**src/rtl/arb_pkg.sv**
```systemverilog
// Shared types for the bus arbiter: slave response encoding.
package arb_pkg;
    typedef enum logic [1:0] {
        RSP_OKAY  = 2'b00,
        RSP_ERROR = 2'b01,
        RSP_RETRY = 2'b10,
        RSP_SPLIT = 2'b11
    } resp_e;
endpackage

```
**src/rtl/arb_priority_pick.sv**
```systemverilog
// Picks the winning master index from an eligibility vector.
// Assumes: promoted masters (released from split) take precedence over
// plain eligible ones; lowest index wins inside either group; DEFAULT_IDX
// is returned when no bit is set.
module arb_priority_pick #(
    parameter int N           = 4,
    parameter int DEFAULT_IDX = 0,
    localparam int IDW        = (N > 1) ? $clog2(N) : 1
) (
    input  logic [N-1:0]   eligible_i,
    input  logic [N-1:0]   promoted_i,
    output logic [IDW-1:0] pick_o,
    output logic           any_o
);
    logic [N-1:0] cand;

    // Choose the candidate group: promoted eligibles first, else all eligibles.
    always_comb begin
        if (|(eligible_i & promoted_i)) cand = eligible_i & promoted_i;
        else                            cand = eligible_i;
    end

    // Lowest set index wins; fall back to the default master.
    always_comb begin
        pick_o = IDW'(DEFAULT_IDX);
        for (int i = N - 1; i >= 0; i--) begin
            if (cand[i]) pick_o = IDW'(i);
        end
    end

    assign any_o = |cand;
endmodule

```
**src/rtl/arb_split_tracker.sv**
```systemverilog
// Keeps the per-master split-park mask and the promotion flags.
// Assumes: release vectors of all slaves are ORed; a SPLIT sets the park
// bit of the current owner; a release bit clears the park bit and raises
// the promotion flag if the master was parked; a promotion flag drops when
// its master is granted on a ready edge. A new promotion set wins over a
// clear in the same cycle.
module arb_split_tracker #(
    parameter int N          = 4,
    parameter int NS         = 2,
    localparam int IDW       = (N > 1) ? $clog2(N) : 1
) (
    input  logic             clk,
    input  logic             rst_n,
    input  logic             split_evt_i,
    input  logic [IDW-1:0]   split_idx_i,
    input  logic [NS*N-1:0]  release_i,
    input  logic             take_i,
    input  logic [IDW-1:0]   take_idx_i,
    output logic [N-1:0]     parked_o,
    output logic [N-1:0]     promoted_o
);
    logic [N-1:0] release_any;
    logic [N-1:0] set_park;
    logic [N-1:0] clr_promo;

    // OR the release vectors of every slave into one per-master vector.
    always_comb begin
        release_any = '0;
        for (int s = 0; s < NS; s++) begin
            release_any = release_any | release_i[s*N +: N];
        end
    end

    // Decode the park-set and promotion-clear one-hot vectors.
    always_comb begin
        set_park  = '0;
        clr_promo = '0;
        for (int i = 0; i < N; i++) begin
            if (split_evt_i && (split_idx_i == IDW'(i))) set_park[i]  = 1'b1;
            if (take_i && (take_idx_i == IDW'(i)))       clr_promo[i] = 1'b1;
        end
    end

    // Update park mask and promotion flags.
    always_ff @(posedge clk) begin
        if (!rst_n) begin
            parked_o   <= '0;
            promoted_o <= '0;
        end else begin
            parked_o   <= (parked_o & ~release_any) | set_park;
            promoted_o <= (promoted_o & ~clr_promo) | (parked_o & release_any);
        end
    end
endmodule

```
**src/rtl/bus_owner_arbiter.sv**
```systemverilog
// Top of the multi-master bus arbiter with split tracking.
// Assumes: handover happens only on edges where bus_ready_i is high; the
// response is attributed to the master shown on owner_o; master
// DEFAULT_IDX is granted whenever nobody is eligible.
module bus_owner_arbiter #(
    parameter int N_MASTERS   = 4,
    parameter int N_SLAVES    = 2,
    parameter int DEFAULT_IDX = 0,
    localparam int IDW        = (N_MASTERS > 1) ? $clog2(N_MASTERS) : 1
) (
    input  logic                          clk,
    input  logic                          rst_n,
    input  logic [N_MASTERS-1:0]          bus_req_i,
    input  logic                          bus_ready_i,
    input  logic [1:0]                    bus_resp_i,
    input  logic [N_SLAVES*N_MASTERS-1:0] split_release_i,
    output logic [N_MASTERS-1:0]          grant_o,
    output logic [IDW-1:0]                owner_o
);
    import arb_pkg::*;

    logic [IDW-1:0]       grant_idx_q;
    logic [IDW-1:0]       pick_idx;
    logic                 pick_any;
    logic                 split_now;
    logic [N_MASTERS-1:0] parked;
    logic [N_MASTERS-1:0] promoted;
    logic [N_MASTERS-1:0] owner_oh;
    logic [N_MASTERS-1:0] eligible;

    // A SPLIT counts only when the transfer phase actually ends.
    assign split_now = bus_ready_i && (resp_e'(bus_resp_i) == RSP_SPLIT);

    // One-hot forms of the owner and the registered grant.
    for (genvar g = 0; g < N_MASTERS; g++) begin : g_dec
        assign owner_oh[g] = (owner_o == IDW'(g));
        assign grant_o[g]  = (grant_idx_q == IDW'(g));
    end

    // Eligible: requesting, not parked, and not the owner being split now.
    assign eligible = bus_req_i & ~parked & ~(split_now ? owner_oh : '0);

    arb_split_tracker #(
        .N (N_MASTERS),
        .NS(N_SLAVES)
    ) u_tracker (
        .clk        (clk),
        .rst_n      (rst_n),
        .split_evt_i(split_now),
        .split_idx_i(owner_o),
        .release_i  (split_release_i),
        .take_i     (bus_ready_i),
        .take_idx_i (pick_idx),
        .parked_o   (parked),
        .promoted_o (promoted)
    );

    arb_priority_pick #(
        .N          (N_MASTERS),
        .DEFAULT_IDX(DEFAULT_IDX)
    ) u_pick (
        .eligible_i(eligible),
        .promoted_i(promoted),
        .pick_o    (pick_idx),
        .any_o     (pick_any)
    );

    // Hand over grant and owner on ready edges only.
    always_ff @(posedge clk) begin
        if (!rst_n) begin
            grant_idx_q <= IDW'(DEFAULT_IDX);
            owner_o     <= IDW'(DEFAULT_IDX);
        end else if (bus_ready_i) begin
            grant_idx_q <= pick_idx;
            owner_o     <= grant_idx_q;
        end
    end

    logic unused_any;
    assign unused_any = pick_any;
endmodule

```
**config.mk**
```make
export PLATFORM = sky130hd
export DESIGN_NAME = bus_owner_arbiter
export DESIGN_NICKNAME = d
export VERILOG_FILES = /design/src/rtl/arb_pkg.sv /design/src/rtl/arb_priority_pick.sv /design/src/rtl/arb_split_tracker.sv /design/src/rtl/bus_owner_arbiter.sv
export SDC_FILE = /design/constraint.sdc
export NUM_CORES = 1
export LEC_CHECK = 0
export CAP_MARGIN = 20
export CORE_MARGIN = 1
export CORE_UTILIZATION = 45
export DETAILED_ROUTE_END_ITERATION = 10
export PLACE_DENSITY = 0.78
export SYNTH_ARGS = -nofsm -noshare
export SYNTH_HDL_FRONTEND = slang
export SYNTH_SLANG_ARGS = --single-unit
```
**constraint.sdc**
```tcl
create_clock -name clk -period 2.5 [get_ports clk]
set_input_delay 0.25 -clock clk [delete_from_list [all_inputs] [get_ports clk]]
set_output_delay 0.25 -clock clk [all_outputs]
set_load 0.005 [all_outputs]
```
==> results.ini <==
[timing]
hold_viol=0
rsz0062_at_grt=false
clock_skew_ns=0.00319
post-route-period-util_pct=82.7
drv_slew=0
worstMarginPinSlew_ns=0.465
min_period_ns=2.07
tns_ns=0
fmax_ghz=0.483
relSlewSlack_pct=68.9
setup_viol=0

[cells_and_area]
final_common_cell=clkdlybuf4s50_1
nNetsFinal=139
layout_common_cells=clkdlybuf4s50_1 (22), nor2_1 (13), nor2b_1 (12), dfxtp_1 (12), nand2_1 (6)
n_fill_cell=135
register_area_um2=240
multiInputGateArea_um2=527
utilization_pct=67.6
antenna_cells=0
drive_gt1_share_pct=12.4
synthToLayoutAreaGrowth_pct=35.5

[global_routing]
top_usage_layer=met2
first_global_vias=773
met3_usage_pct=5.00
grt_use_met2_pct=41.5
global_route.usage.met1_pct=30.2
grt_pass1_wl_um=3470
track_usage_pct=24.4
grt.overflow.total=0
grt_max_degree=15
antenna_found_initial=0

[yosys]
synth-main-ff-cell=dfxtp_1
ys_async_sr_fraction_pct=0
syn_inst=96
yosysUniqueCellTypes=38
yosysWarningCount=0
synth_area_leader_cell=dfxtp_1
synth_top_area_share_pct=30.5
synth_area_leaders=dfxtp_1 (31%), nor2b_1 (9.5%), nor2_1 (6.2%)
syn_area_per_cell_um2=8.20
synth-seq-cells=12
ys_seq_area_share_pct=30.5
synth-edff-count=0
synth_nets=113
synth_area_um2=787

[power_and_ir_drop]
p_per_area_nw_per_um2=432
comb_power_share_pct=19.3
p_leak_nw=0.406
switchingPower_mw=0.125
seqPwrFrac_pct=44.1
p_sw_share_pct=27.2
power_mw=0.460
p_int_mw=0.335
ir_drop_mv=0.270
clkPwrFrac_pct=36.6

[worst_hold_path]
hold_start=u_tracker.parked_o[2]
hold_class=reg -> reg
min_to=u_tracker.promoted_o[2]
holdPathStages=2

[place]
gp_congestion=0.934
port_buffers=22
dp_hpwl_um=1530

[critical_path]
crit_family=compound AO/OA/AOI/OAI gates
reg2reg_depth=6
r2r_setup_slack_ns=0.43
start_kind=flop
reg2reg_to=u_tracker.promoted_o[1]
reg2reg_from=owner_o[1]
cp.required_ns=2.69
path_buf_inv=1
critPathKind=reg -> reg
cp_max_fo=9
path_cells=nand4_2 > o32a_1 > and3b_1 > a311oi_2 > inv_2 > o221a_1
cp-end-kind=flop
cp.arrival_ns=2.26
cpPeakStageDelay_ns=0.51
crit_slowest_cell=dfxtp_1

[floorplanning]
row_count=14
die_y_um=43.8
die_area_um2=1920
start_util_pct=49.9
die_w_um=43.8
core_area_um2=1580
io_pins=23

[routing]
vias=857
drc=2
wl_per_cell_um=15.0
routed_wirelength_um=2050
first_pass_iters=7
initialDrtViolationCount=39
via_per_inst=6.26
postRouteAntennaNets=0

[outcome]
status=complete, but fails checks
violations=DRC

[clock_tree]
htree_levels=1
cts-resized-gates=0
clk_pin_slew_ns=0.09
cts_buffers=3
cts.sinks=12
post_cts_buffers=0
clk_path_buf_depth=2
cts_tree=yes
hold_buffers=0
insertion_delay_ns=0.29
root_buffer=clkbuf_4

[run]
cap_violations=0

[how the worst max path moves through the flow]
stage                  startpoint                       to  slack, ns  cells after the start
finish                 owner_o[1]  u_tracker.promoted_o[1]       0.43                      6
global route           owner_o[1]  u_tracker.promoted_o[1]       0.35                      6
CTS                    owner_o[1]  u_tracker.promoted_o[1]       0.44                      6
detailed placement  bus_resp_i[0]  u_tracker.promoted_o[1]       0.17                      7
global placement    bus_resp_i[0]  u_tracker.promoted_o[1]       0.27                      7
floorplan              owner_o[1]  u_tracker.promoted_o[1]       0.67                      6
[cells by family after synthesis]
family	share of synthesized area [%]
simple gates	41.5
mux	2.54
compound gates	22.9
flops	30.5
buf+inv	2.54
[layer usage]
layer / routed length [µm] / share of wire (%)
met1: 899 / 44
met2: 945 / 46
met3: 136 / 6.6
met4: 68 / 3.3
met5: 0 / 0
[cells in the mapped netlist, types with 2 or more instances]
| cell type | n |
|---|---|
| a22oi_1 | 2 |
| a31oi_1 | 2 |
| and3b_1 | 4 |
| and4b_1 | 2 |
| clkbuf_1 | 2 |
| dfxtp_1 | 12 |
| mux2i_1 | 2 |
| nand2_1 | 6 |
| nand2b_1 | 2 |
| nand3_1 | 2 |
| nor2_1 | 13 |
| nor2b_1 | 12 |
| nor3_1 | 3 |
| o211ai_1 | 2 |
| o21ai_0 | 5 |
| o21ai_1 | 3 |
[worst reg2reg max path, stage by stage, from the launching register on]
cell      delay (ns)
dfxtp_1         0.51
nand4_2         0.21
o32a_1          0.43
and3b_1         0.19
a311oi_2        0.35
inv_2           0.05
o221a_1         0.23
[flip-flops by register name (all words and copies together) (netlist names)]
signal,cells
u_tracker.parked_o,4
grant_idx_q,2
owner_o,2
u_tracker.promoted_o,4
[power by group through the flow]
| stage | clock network (mW) | logic (mW) | registers (mW) |
|---|---|---|---|
| floorplan | 0 | 0.0403 | 0.205 |
| global placement | 0 | 0.0854 | 0.207 |
| detailed placement | 0 | 0.0872 | 0.207 |
| CTS | 0.167 | 0.0878 | 0.203 |
| global route | 0.174 | 0.0952 | 0.204 |
| finish | 0.169 | 0.0888 | 0.203 |
[layout make-up]
cell class | instances | area share [%]
sequential | 12 | 22.5
tap | 16 | 1.88
clock buffer | 4 | 3.40
timing repair buffer | 24 | 22.1
inverter | 2 | 0.704
multi-input combinational | 79 | 49.4
[through the flow]
| step | setup WS (ns) | instances | area, µm² | hold slack, ns |
|---|---|---|---|---|
| 6_report | 0.431 | 137 | 1070 | 0.516 |
| 5_1_grt | 0.348 | 137 | 1070 | 0.557 |
| 4_1_cts | 0.438 | 137 | 1070 | 0.515 |
| 3_5_place_dp | 0.172 | 133 | 1030 | 0.500 |
| 3_3_place_gp | 0.272 | 133 | 1030 | 0.472 |
| 2_1_floorplan | 0.674 | 96 | 787 | 0.378 |
Power figures use the tool's default switching activity.
